[src/rtl/rhm_pkg.sv]
package rhm_pkg;
    localparam int  REG_DW      = 32;
    localparam bit  ADDR_LENGTH = 1'b0;
    localparam bit  ADDR_THRESH = 1'b1;
    localparam int  CLEAR_BIT   = 31;

    function automatic logic is_clear(input logic wr, input logic a, input logic [REG_DW-1:0] d);
        return wr && (a == ADDR_LENGTH) && d[CLEAR_BIT];
    endfunction
endpackage

[src/rtl/rhm_sync.sv]
module rhm_sync #(
    parameter int STAGES = 2
) (
    input  logic clk,
    input  logic rst_n,
    input  logic async_in,
    output logic sync_out
);
    typedef struct packed {
        logic [STAGES-1:0] chain;
    } sync_state_t;

    sync_state_t st_d, st_q;

    always_comb begin
        st_d = st_q;
        st_d.chain = {st_q.chain[STAGES-2:0], async_in};
    end

    always_ff @(posedge clk or negedge rst_n) begin
        if (!rst_n) st_q <= '{chain: '1};
        else        st_q <= st_d;
    end

    assign sync_out = st_q.chain[STAGES-1];
endmodule

[src/rtl/rhm_counter.sv]
module rhm_counter #(
    parameter int CNT_W = 29
) (
    input  logic             clk,
    input  logic             rst_n,
    input  logic             advance,
    input  logic             clear,
    output logic [CNT_W-1:0] count
);
    localparam logic [CNT_W-1:0] CNT_MAX = {CNT_W{1'b1}};

    typedef struct packed {
        logic [CNT_W-1:0] value;
    } cnt_state_t;

    cnt_state_t st_d, st_q;

    always_comb begin
        st_d = st_q;
        if (clear)
            st_d.value = '0;
        else if (advance && (st_q.value != CNT_MAX))
            st_d.value = st_q.value + 1'b1;
    end

    always_ff @(posedge clk or negedge rst_n) begin
        if (!rst_n) st_q <= '0;
        else        st_q <= st_d;
    end

    assign count = st_q.value;
endmodule

[src/rtl/rhm_threshold.sv]
module rhm_threshold #(
    parameter int CNT_W         = 29,
    parameter int THR_W         = 8,
    parameter int TICKS_PER_SEC = 25_000_000
) (
    input  logic             clk,
    input  logic             rst_n,
    input  logic [CNT_W-1:0] count,
    input  logic [THR_W-1:0] thresh,
    input  logic             clear,
    output logic             flag
);
    localparam int TICK_W = $clog2(TICKS_PER_SEC + 1);
    localparam int LIM_W  = TICK_W + THR_W;
    localparam int CMP_W  = (LIM_W > CNT_W) ? LIM_W : CNT_W;

    typedef struct packed {
        logic hit;
    } thr_state_t;

    thr_state_t       st_d, st_q;
    logic [CMP_W-1:0] limit;
    logic [CMP_W-1:0] count_ext;
    logic             reached;

    always_comb begin
        limit     = CMP_W'(CMP_W'(thresh) * CMP_W'(TICKS_PER_SEC));
        count_ext = CMP_W'(count);
        reached   = (thresh != '0) && (count_ext >= limit);
        st_d      = st_q;
        if (clear)
            st_d.hit = 1'b0;
        else if (reached)
            st_d.hit = 1'b1;
    end

    always_ff @(posedge clk or negedge rst_n) begin
        if (!rst_n) st_q <= '0;
        else        st_q <= st_d;
    end

    assign flag = st_q.hit;
endmodule

[src/rtl/reset_hold_meter.sv]
module reset_hold_meter #(
    parameter int CNT_W         = 29,
    parameter int THR_W         = 8,
    parameter int TICKS_PER_SEC = 25_000_000,
    parameter int SYNC_STAGES   = 2
) (
    input  logic        clk,
    input  logic        rst_n,
    input  logic        hold_n,
    input  logic        wr_en,
    input  logic        addr,
    input  logic [31:0] wdata,
    output logic [31:0] rdata,
    output logic        long_press
);
    import rhm_pkg::*;

    typedef struct packed {
        logic [THR_W-1:0] thresh;
    } top_state_t;

    top_state_t       st_d, st_q;
    logic             line_sync;
    logic             line_low;
    logic             clr_req;
    logic [CNT_W-1:0] count_q;
    logic [THR_W-1:0] thr_q;

    rhm_sync #(.STAGES(SYNC_STAGES)) u_sync (
        .clk      (clk),
        .rst_n    (rst_n),
        .async_in (hold_n),
        .sync_out (line_sync)
    );

    assign line_low = !line_sync;
    assign clr_req  = is_clear(wr_en, addr, wdata);

    rhm_counter #(.CNT_W(CNT_W)) u_cnt (
        .clk     (clk),
        .rst_n   (rst_n),
        .advance (line_low),
        .clear   (clr_req),
        .count   (count_q)
    );

    rhm_threshold #(
        .CNT_W         (CNT_W),
        .THR_W         (THR_W),
        .TICKS_PER_SEC (TICKS_PER_SEC)
    ) u_thr (
        .clk    (clk),
        .rst_n  (rst_n),
        .count  (count_q),
        .thresh (thr_q),
        .clear  (clr_req),
        .flag   (long_press)
    );

    always_comb begin
        st_d = st_q;
        if (wr_en && (addr == ADDR_THRESH))
            st_d.thresh = wdata[THR_W-1:0];
    end

    always_ff @(posedge clk or negedge rst_n) begin
        if (!rst_n) st_q <= '0;
        else        st_q <= st_d;
    end

    assign thr_q = st_q.thresh;

    always_comb begin
        rdata = '0;
        if (addr == ADDR_LENGTH)
            rdata[CNT_W-1:0] = count_q;
        else
            rdata[THR_W-1:0] = thr_q;
    end
endmodule

[config.mk]
export PLATFORM = sky130hd
export DESIGN_NAME = reset_hold_meter
export DESIGN_NICKNAME = d
export VERILOG_FILES = /design/src/rtl/rhm_pkg.sv /design/src/rtl/rhm_sync.sv /design/src/rtl/rhm_counter.sv /design/src/rtl/rhm_threshold.sv /design/src/rtl/reset_hold_meter.sv
export SDC_FILE = /design/constraint.sdc
export NUM_CORES = 1
export LEC_CHECK = 0
export CORE_MARGIN = 2
export CORE_UTILIZATION = 55
export CTS_BUF_LIST = sky130_fd_sc_hd__clkbuf_8
export DETAILED_ROUTE_END_ITERATION = 6
export PLACE_DENSITY = 0.78
export SYNTH_ARGS = -nofsm -noshare
export SYNTH_HDL_FRONTEND = slang
export SYNTH_SLANG_ARGS = --single-unit
[constraint.sdc]
create_clock -name clk -period 6.25 [get_ports clk]
set_input_delay 0.625 -clock clk [delete_from_list [all_inputs] [get_ports clk]]
set_output_delay 0.625 -clock clk [all_outputs]
set_load 0.05 [all_outputs]
# Word level (Yosys, flattened, before mapping)
# Cells that the tools add are included.
# W data, S select, Z words.
classes:
  mul: 1
  n_addsub: 1
  muxes: 6
  magnitude_cmp: 1
  bitwise_logic: 1
  n_reduce_logical: 9
  eq_ne: 1
op_table:
  columns: ["op", "count"]
  rows:
  - ["$mux W29", 2]
  - ["$ge A29 B33 Y1", 1]
  - ["$add A29 B1 Y29 const B", 1]
  - ["$ne A29 B29 Y1 const B", 1]
  - ["$mul A8 B19 Y27 const B", 1]
  - ["$mux W21", 1]
  - ["$mux W8", 1]
  - ["$reduce_bool A8 Y1", 1]
  - ["$logic_and A1 B1 Y1", 5]
  - ["$reduce_bool A2 Y1", 2]
  - ["$mux W1", 2]
  - ["$logic_not A1 Y1", 1]
  - ["$not A1 Y1", 1]
word_totals:
  in_bits: 37
  elab_cells: 24
  out_inout_bits: 33
  ff_bits: 40

# Logic depth before layout (Yosys ltp)
# Gate-level depths: netlist (run 1).
logic_depth:
  word_depth: 5
  mapped_depth: 24
  depth_no_buf: 24

# Hierarchy
# Synthesis (run 1) repeated with hierarchy kept, for this count alone.
unflattened:
  hier_cells: 574
  hier_area_um2: 5291.3
modules_own_cells:
  columns: ["mod", "instances", "area_each_um2", "cells_each", "seq_area_each_um2"]
  rows:
  - ["rhm_threshold", 1, 3001.6, 347, 25.0]
  - ["rhm_counter", 1, 1664.1, 169, 725.7]
  - ["reset_hold_meter", 1, 573.0, 56, 200.2]
  - ["rhm_sync", 1, 52.6, 2, 52.6]

# Worst setup path after synthesis (run 1)
# OpenSTA, ideal clock, no wires.
synth_timing:
  path_type: "register -> register"
  from: "register st_q[6] in the netlist's numbering"
  to: "register u_thr.st_q (netlist: u_thr.flag)"
  path_stages_with_launch: 24
  path_slack_ps: 673
  arrival_ps: 5467
  setup_time_ps: 110
  t_required_ps: 6140
  path_buffers: 0
  period_less_slack_ps: 5577
  cell_sequence: "dfrtp_1 > fa_1 > inv_1 > fa_1 > inv_1 > fa_1 > inv_1 > fa_1 > inv_1 > ha_1 > o211ai_1 > and2_1 > o31ai_2 > a41oi_2 > nand2b_1 > a21oi_1 > xor2_1 > ha_1 > and4_1 > nand3_1 > nor3_1 > o21ai_0 > a31o_2 > o41ai_1"
synth_between:
  elab_chain_cells: 4
  word_cells_on_any_way: 5
  cone_classes: "mul: 1; order compare: 1; reduce/logical: 3"
synth_lines:
  columns: ["item", "line", "text"]
  rows:
  - ["from (decl)", "reset_hold_meter.sv:22", "top_state_t st_d, st_q;"]
  - ["from (signal assigned)", "reset_hold_meter.sv:68", "else st_q <= st_d;"]
  - ["$mul A8 B19 Y27", "rhm_threshold.sv:27", "limit = CMP_W'(CMP_W'(thresh) * CMP_W'(TICKS_PER_SEC));"]
  - ["$ge A29 B33 Y1", "rhm_threshold.sv:29", "reached = (thresh != '0) && (count_ext >= limit);"]
  - ["$logic_and A1 B1 Y1 *", "rhm_threshold.sv:29", null]
  - ["$reduce_bool A2 Y1 (no line) *", null, null]
  - ["to (signal assigned)", "rhm_threshold.sv:39", "else st_q <= st_d;"]
  - ["to (decl)", "rhm_threshold.sv:21", "thr_state_t st_d, st_q;"]
# Every way passes the cells marked *; elsewhere a longest branch is shown, timed or not.
# A chain may end at the register's enable or synchronous reset.

# Worst setup path after layout (run 1)
layout_timing:
  from: "register st_q[2] in the netlist's numbering"
  to: "register u_thr.st_q (netlist: u_thr.flag)"
# The elaborated chain is that of the path after synthesis.

==> impl_metrics.env, run 1 <==
export IMPL_synth_edf_count=0
export IMPL_clock_latency_ns=0.29
export IMPL_cts_buffer_depth=2
export IMPL_maxSlewHeadroom_pct=36.76
export IMPL_drv_cap=0
export IMPL_grt_use_total_pct=25.19
export IMPL_ys_async_sr_fraction_pct=100.0
export IMPL_h_tree_depth=2
export IMPL_clkTransAtPathRegs_ns=0.08
export IMPL_synth_seq_area_share_pct=19.70
export IMPL_final_cells=716
export IMPL_synth_seq_cells=40
export IMPL_synth_cell_types=56
export IMPL_crit_fanout=7
export IMPL_setup_viol=0
export IMPL_utilization_pct=63.71
export IMPL_wire_per_inst_um=16.65
export IMPL_drt_pre_antenna_iters=4
export IMPL_min_period_over_period_pct=93.33
export IMPL_final_cell_mix="104 x inv_1, 77 x ha_1, 42 x clkdlybuf4s50_1, 40 x fa_1, 38 x dfrtp_1"
export IMPL_crit_path_start_kind="flop"
export IMPL_rsz0062_at_grt="false"
export IMPL_fillers=753
export IMPL_synthCells=555
export IMPL_crit_chain="fa_1 > fa_1 > fa_1 > inv_1 > fa_1 > inv_1 > ha_1 > a21oi_1 > nand2b_1 > a31oi_2 > a21o_1 > a21oi_1 > xor2_1 > ha_1 > and4_1 > nand3_1 > nor3_2 > o21ai_0 > a31o_2 > o41ai_2"
export IMPL_fin_crit_ns=5.833
export IMPL_cts_hold_buf=0
export IMPL_core_sq_mm=0.009109
export IMPL_gr_total_overflow=0
export IMPL_syn_area_sq_mm=0.005095
export IMPL_crit_top_cell="fa_1"
export IMPL_die_w_um=100.2
export IMPL_syn_area_per_cell_sq_um=9.180
export IMPL_ioPinCount=70
export IMPL_hp_class="flop to flop"
export IMPL_die_h_um=100.2
export IMPL_final_hold_violation_count=0
export IMPL_grt_pass1_wl_mm=19.93
export IMPL_grt_pass1_vias=4142
export IMPL_final_layout_size_suffix_gt1_share_pct=8.264
export IMPL_syn2layout_area_growth_pct=13.90
export IMPL_worst_path_buf_inv=2
export IMPL_path_class="flop to flop"
export IMPL_clock_skew_ns=0.003073
export IMPL_outcome="finished clean"
export IMPL_antennaDiodeCount=0
export IMPL_vias_per_cell=5.610
export IMPL_final_common_cell="inv_1"
export IMPL_fmax_ghz=0.1714
export IMPL_finalSetupTns_ns=0
export IMPL_place_gp_congestion=0.9572
export IMPL_start_util_pct=55.93
export IMPL_slowest_delay_ns=0.74
export IMPL_slew_violations=0
export IMPL_cts_root_buf="clkbuf_8"
export IMPL_crit_arrival_ns=6.02
export IMPL_critPathRequiredTime_ns=6.44
export IMPL_dp_cells=707
export IMPL_slowest_stage="fa_1"
export IMPL_drtAntennaViolNets=0
export IMPL_rows=35
export IMPL_cts_sinks=40
export IMPL_vias=4017
export IMPL_nets=759
export IMPL_route_detailed_drc=0
export IMPL_place_port_buffers=43
export IMPL_fp_dieArea_sq_mm=0.01005
export IMPL_worstMarginPinSlew_ns=0.9430
export IMPL_critical_path_top_delay_family="adder cells"
export IMPL_cts_made_buffers=5
export IMPL_ys_flop_type="dfrtp_1"
export IMPL_wirelength_mm=11.92
export IMPL_endpoint_kind="flop"
export IMPL_grt_max_degree=41
export IMPL_cts_tree="built"
export IMPL_drtIter0Drc=206
export IMPL_yosysWarnings=0
export IMPL_dpl_hpwl_mm=9.542
export IMPL_antenna_found_initial=0
export IMPL_whs_ns=0.3601
-- cells by family (layout without fill, tap and decap cells) --
group	Yosys count	after routing	share of synthesized area, %
xor+xnor	37	37	6.360
fa+ha+maj	118	118	35.02
mux	15	15	3.266
other cells	1	3	0.07360
simple gates	146	146	15.79
buf+inv	113	161	8.546
flops	40	40	19.70
compound gates	85	85	11.25
-- final cells by class --
class / count / area, sq um / area share (%)
clock buffers: 5 / 68.82 / 1.186
clock inverters: 3 / 12.51 / 0.2156
inverters: 102 / 382.9 / 6.598
multi-input cells: 404 / 3711 / 63.95
flip-flops and latches: 40 / 1003 / 17.29
well taps: 111 / 138.9 / 2.393
repair buffers: 51 / 485.5 / 8.366
-- flip-flops by register name, summed over array words and instances (netlist names) --
register     flops
u_thr.flag       1
u_sync.st_q      2
u_cnt.count     29
st_q             8
-- metrics by stage --
stage | area [sq um] | worst slack (ns)
after global placement | 5669 | 0.3328
final | 5803 | 0.4168
after CTS | 5751 | 0.1039
after global routing | 5803 | 0.05197
after floorplan | 5102 | 0.6727
after detailed placement | 5669 | 0.1369
-- Yosys cell counts (all sizes together), types with 12 or more instances --
master	number	area, sq um
inv	102	382.9
ha	77	963.4
fa	41	820.8
dfrtp	38	950.9
nor2	37	138.9
a21oi	31	155.2
nor2b	25	156.4
xor2	24	210.2
nand2	22	85.09
o21ai	15	75.07
nand3	14	70.07
mux2	13	146.4
xnor2	13	113.9
nand4	12	90.09
-- per-layer routing --
layer	up-vias	part of all wire (%)	track usage (%)
met5	-	0	0
met1	1958	43	32.69
met2	97	51	44.45
met3	17	4.5	2.437
met4	0	1.4	7.798
li1	1945	-	-
-- path summary, 6_finish.rpt --
path,startpoint,depth (start not counted),end,slack [ns]
worst min-delay path,u_sync.st_q[0]$_DFF_PN1_,0,u_sync.st_q[1]$_DFF_PN1_,0.36
max in group asynchronous,rst_n,1,st_q[6]$_DFFE_PN0P_,5.20
worst min register to register,u_sync.st_q[0]$_DFF_PN1_,0,u_sync.st_q[1]$_DFF_PN1_,0.36
min in group asynchronous,rst_n,1,u_cnt.count[19]$_DFFE_PN0P_,0.47
worst max-delay path,st_q[2]$_DFFE_PN0P_,20,u_thr.flag$_DFFE_PN0P_,0.42
worst max register to register,st_q[2]$_DFFE_PN0P_,20,u_thr.flag$_DFFE_PN0P_,0.42
-- timing repair --
item | in CTS | in global routing
setup buffers | 0 | 1
setup endpoints to repair | 0 | 1
resized for setup | 0 | 8
hold endpoints to repair | 0 | 0
Power of run 1 is left out: the tool's default activity adds up to more than one toggle a clock period on the data nets, which glitch-free logic cannot reach.
==> run 2, diff against run 1 <==
CORE_MARGIN = default   (was 2)
HOLD_SLACK_MARGIN = 0.08   (was default)
==> run 2 against run 1 <==
Net effect: sequential share of layout area rose by 0.071 points; maximum frequency down 1.3%; die area fell by 4.0%; largest cell class unchanged; setup slack got worse by 0.080 ns; global-route usage up 2.0 points; worst hold slack gained 0.0027 ns; cell count down 0.56%; via count grew 2.0%; clock-buffer cell count stayed put; critical endpoint unchanged.
==> impl_metrics.env, run 2 (same netlist as run 1, synthesis figures left out) <==
export IMPL_utilization_pct=65.31
export IMPL_cts_root_buf="clkbuf_8"
export IMPL_drtIter0Drc=155
export IMPL_worstReg2RegStart="st_q[5]$_DFFE_PN0P_"
export IMPL_grt_use_total_pct=27.15
export IMPL_clock_latency_ns=0.29
export IMPL_drv_cap=0
export IMPL_critical_path_top_delay_family="adder cells"
export IMPL_finalSetupTns_ns=0
export IMPL_whs_ns=0.3628
export IMPL_final_hold_violation_count=0
export IMPL_path_class="flop to flop"
export IMPL_final_common_cell="inv_1"
export IMPL_worst_path_buf_inv=4
export IMPL_grt_pass1_vias=4356
export IMPL_cts_hold_buf=0
export IMPL_drtAntennaViolNets=0
export IMPL_crit_fanout=5
export IMPL_slew_violations=0
export IMPL_critPathRequiredTime_ns=6.43
export IMPL_wire_per_inst_um=16.81
export IMPL_fin_crit_ns=5.913
export IMPL_final_area_sq_mm=0.005779
export IMPL_rows=34
export IMPL_cts_made_buffers=5
export IMPL_multiInputGateArea_sq_mm=0.003699
export IMPL_ff_latch_area_sq_mm=0.001003
export IMPL_crit_chain="fa_2 > inv_1 > fa_1 > inv_1 > fa_1 > inv_1 > fa_1 > inv_1 > ha_1 > nor4_2 > o31ai_4 > a41oi_4 > nand2b_1 > a21oi_1 > xor2_1 > ha_1 > and4_1 > nand3_1 > nor3_1 > o21ai_0 > a31o_2 > o41ai_1"
export IMPL_clock_skew_ns=0.006812
export IMPL_final_cell_mix="104 x inv_1, 77 x ha_1, 42 x clkdlybuf4s50_1, 40 x fa_1, 38 x dfrtp_1"
export IMPL_critPathLaunch="st_q[5]$_DFFE_PN0P_"
export IMPL_vias_per_cell=5.754
export IMPL_hp_class="flop to flop"
export IMPL_place_gp_congestion=0.9250
export IMPL_drt_pre_antenna_iters=5
export IMPL_antennaDiodeCount=0
export IMPL_worstHoldStart="u_sync.st_q[0]$_DFF_PN1_"
export IMPL_start_util_pct=57.58
export IMPL_endpoint_kind="flop"
export IMPL_crit_arrival_ns=6.09
export IMPL_gr_total_overflow=0
export IMPL_place_port_buffers=43
export IMPL_fp_dieArea_sq_mm=0.009652
export IMPL_fillers=721
export IMPL_antenna_found_initial=0
export IMPL_min_period_over_period_pct=94.60
export IMPL_largest_reg_flops=29
export IMPL_vias=4097
export IMPL_cts_sinks=40
export IMPL_worstMarginPinSlew_ns=0.9097
export IMPL_post_cts_buffers=0
export IMPL_grt_max_degree=41
export IMPL_worst_r2r_setup_slack_ns=0.34
export IMPL_fmax_ghz=0.1691
export IMPL_wirelength_mm=11.97
export IMPL_cts_tree="built"
export IMPL_dpl_hpwl_mm=9.604
export IMPL_slowest_delay_ns=0.63
export IMPL_clkTransAtPathRegs_ns=0.08
export IMPL_die_h_um=98.25
export IMPL_maxSlewHeadroom_pct=39.35
export IMPL_h_tree_depth=2
export IMPL_syn2layout_area_growth_pct=13.43
export IMPL_cts_repair_resize_count=0
export IMPL_slowest_stage="fa_2"
export IMPL_core_sq_mm=0.008848
export IMPL_nets=758
export IMPL_final_layout_size_suffix_gt1_share_pct=7.781
export IMPL_route_detailed_drc=0
export IMPL_grt_pass1_wl_mm=20.69
export IMPL_dpl_cell_area_sq_mm=0.005665
export IMPL_setup_viol=0
export IMPL_die_w_um=98.25
export IMPL_crit_top_cell="inv_1"
export IMPL_ioPinCount=70
export IMPL_outcome="finished clean"
export IMPL_cts_buffer_depth=2
export IMPL_crit_path_start_kind="flop"
==> run 2: cell count changes in the layout (fill, tap and decap cells not counted) <==
cell	previous run	this run
o41ai_2	1	0
o41ai_1	1	2
a21oi_1	31	30
nor3_1	6	7
o21ai_2	1	0
buf_4	8	7
a21oi_2	0	1
o21ai_1	0	1
nor3_2	1	0
==> run 2: cell type report <==
cell class | count | area share (%)
Clock buffer | 5 | 1.191
Clock inverter | 3 | 0.2165
Inverter | 102 | 6.625
Multi-Input combinational cell | 404 | 64.00
Sequential cell | 40 | 17.36
Tap cell | 108 | 2.338
Timing Repair Buffer | 50 | 8.270
==> run 2: final timing paths <==
check,endpoint,depth (start not counted)
min in group asynchronous,u_cnt.count[16]$_DFFE_PN0P_,1
max in group asynchronous,st_q[1]$_DFFE_PN0P_,1
worst max-delay path,u_thr.flag$_DFFE_PN0P_,22
worst max register to register,u_thr.flag$_DFFE_PN0P_,22
worst min register to register,u_sync.st_q[1]$_DFF_PN1_,0
worst min-delay path,u_sync.st_q[1]$_DFF_PN1_,0
==> run 2: through the flow <==
stage / worst slack (ns) / cells
global route: -0.02590 / 712
floorplan: 0.6727 / 557
finish: 0.3373 / 712
detailed placement: 0.1944 / 704
global placement: 0.3492 / 704
CTS: 0.1524 / 712
==> run 2: layer usage <==
layer	wire length, um	global-route usage [%]
met1	5323	34.96
met2	5948	48.37
met3	420	2.434
met4	278	8.381
met5	0	0
Power of run 2 is left out for the same reason.
==> run 3, diff against run 2 <==
CORE_UTILIZATION = 40   (was 55)
PLACE_DENSITY = 0.59   (was 0.78)
==> run 3 against run 2 <==
Net effect: worst hold slack worse by 0.0049 ns; clock-buffer cell count up 1; cell count up 9.0%; utilization down 17 points; flip-flop and latch count unchanged; critical path depth unchanged; sequential share of layout area down 0.29 points; non-clock buffer count up 4; maximum frequency up 0.99%.
==> impl_metrics.env, run 3 (same netlist as run 1, synthesis figures left out) <==
export IMPL_outcome="finished clean"
export IMPL_final_hold_violation_count=0
export IMPL_clock_latency_ns=0.30
export IMPL_grt_use_total_pct=20.25
export IMPL_drt_pre_antenna_iters=4
export IMPL_worstMarginPinSlew_ns=0.9556
export IMPL_cts_buffer_depth=2
export IMPL_fillers=1189
export IMPL_gr_total_overflow=0
export IMPL_vias_per_cell=5.144
export IMPL_cts_tree="built"
export IMPL_grt_max_degree=41
export IMPL_drtAntennaViolNets=0
export IMPL_drtIter0Drc=190
export IMPL_route_detailed_drc=0
export IMPL_rsz0062_at_grt="false"
export IMPL_final_common_cell="inv_1"
export IMPL_final_cells=776
export IMPL_endpoint_kind="flop"
export IMPL_start_util_pct=41.72
export IMPL_die_w_um=114.9
export IMPL_critPathRequiredTime_ns=6.44
export IMPL_finalSetupTns_ns=0
export IMPL_clock_skew_ns=0.006653
export IMPL_clkTransAtPathRegs_ns=0.08
export IMPL_rows=40
export IMPL_dpl_hpwl_mm=9.888
export IMPL_path_class="flop to flop"
export IMPL_syn2layout_area_growth_pct=15.37
export IMPL_fp_dieArea_sq_mm=0.01319
export IMPL_timing_final_ws_setup_ns=0.3950
export IMPL_h_tree_depth=2
export IMPL_ioPinCount=70
export IMPL_final_layout_size_suffix_gt1_share_pct=8.553
export IMPL_final_cell_mix="104 x inv_1, 77 x ha_1, 42 x clkdlybuf4s50_1, 40 x fa_1, 38 x dfrtp_1"
export IMPL_dp_slack_ns=0.1316
export IMPL_cts_sinks=40
export IMPL_crit_path_start_kind="flop"
export IMPL_wire_per_inst_um=15.75
export IMPL_place_gp_congestion=0.8873
export IMPL_post_cts_buffers=0
export IMPL_slew_violations=0
export IMPL_drv_cap=0
export IMPL_nets=762
export IMPL_antenna_found_initial=0
export IMPL_cts_repair_resize_count=0
export IMPL_wirelength_mm=12.22
export IMPL_place_port_buffers=43
export IMPL_vias=3992
export IMPL_dp_cells=768
export IMPL_cts_made_buffers=5
export IMPL_crit_arrival_ns=6.05
export IMPL_largest_reg_flops=29
export IMPL_ff_latch_area_sq_mm=0.001003
export IMPL_cts_root_buf="clkbuf_8"
export IMPL_multiInputGateArea_sq_mm=0.003684
export IMPL_fmax_ghz=0.1708
export IMPL_core_sq_mm=0.01221
export IMPL_setup_viol=0
export IMPL_min_period_over_period_pct=93.68
export IMPL_cts_hold_buf=0
export IMPL_maxSlewHeadroom_pct=35.91
export IMPL_fin_crit_ns=5.855
export IMPL_antennaDiodeCount=0
export IMPL_die_h_um=114.9
export IMPL_hp_class="flop to flop"
export IMPL_grt_pass1_vias=4139
export IMPL_grt_pass1_wl_mm=20.64
export IMPL_crit_fanout=4
-- run 3: worst paths after layout --
kind / start / to / slack, ns / cells after the start
setup / recovery: st_q[5]$_DFFE_PN0P_ / u_thr.flag$_DFFE_PN0P_ / 0.39 / 22
hold / removal: u_sync.st_q[0]$_DFF_PN1_ / u_sync.st_q[1]$_DFF_PN1_ / 0.36 / 0
setup reg to reg: st_q[5]$_DFFE_PN0P_ / u_thr.flag$_DFFE_PN0P_ / 0.39 / 22
hold reg to reg: u_sync.st_q[0]$_DFF_PN1_ / u_sync.st_q[1]$_DFF_PN1_ / 0.36 / 0
max in group asynchronous: rst_n / st_q[4]$_DFFE_PN0P_ / 5.21 / 1
min in group asynchronous: rst_n / u_cnt.count[19]$_DFFE_PN0P_ / 0.46 / 1
-- run 3: routing by layer --
metal | vias up | track usage, % | part of all wire [%]
li1 | 1943 | - | -
met1 | 1963 | 26.77 | 48
met2 | 65 | 34.82 | 48
met3 | 21 | 1.318 | 1.8
met4 | 0 | 7.706 | 2.6
met5 | - | 0 | 0
-- run 3: layout make-up --
class | instances | share of cell area [%]
multi-input combinational | 404 | 62.66
sequential | 40 | 17.07
timing repair buffer | 54 | 8.642
inverter | 102 | 6.513
tap | 168 | 3.576
clock buffer | 6 | 1.405
clock inverter | 2 | 0.1277
-- run 3: per-stage QoR --
stage	hold WS, ns	util [%]	instance area [sq um]
CTS	0.3591	47.99	5861
detailed placement	0.3478	47.25	5771
global placement	0.3462	47.25	5771
floorplan	0.3294	-	5102
finish	0.3579	48.14	5878
global route	0.3668	48.14	5878
-- run 3: critical path: stages, from the launching register on --
cell     delay [ns]
dfrtp_1        0.41
fa_2           0.62
inv_1          0.10
fa_1           0.48
inv_1          0.08
fa_1           0.53
inv_1          0.05
fa_1           0.59
inv_1          0.06
ha_1           0.35
a211o_1        0.31
o21ai_2        0.22
a31oi_2        0.19
a21o_1         0.21
a21oi_1        0.16
xor2_1         0.10
ha_1           0.30
and4_1         0.22
nand3_1        0.10
nor3_2         0.13
o21ai_0        0.11
a31o_2         0.21
o41ai_1        0.24
Power of run 3 is left out for the same reason.
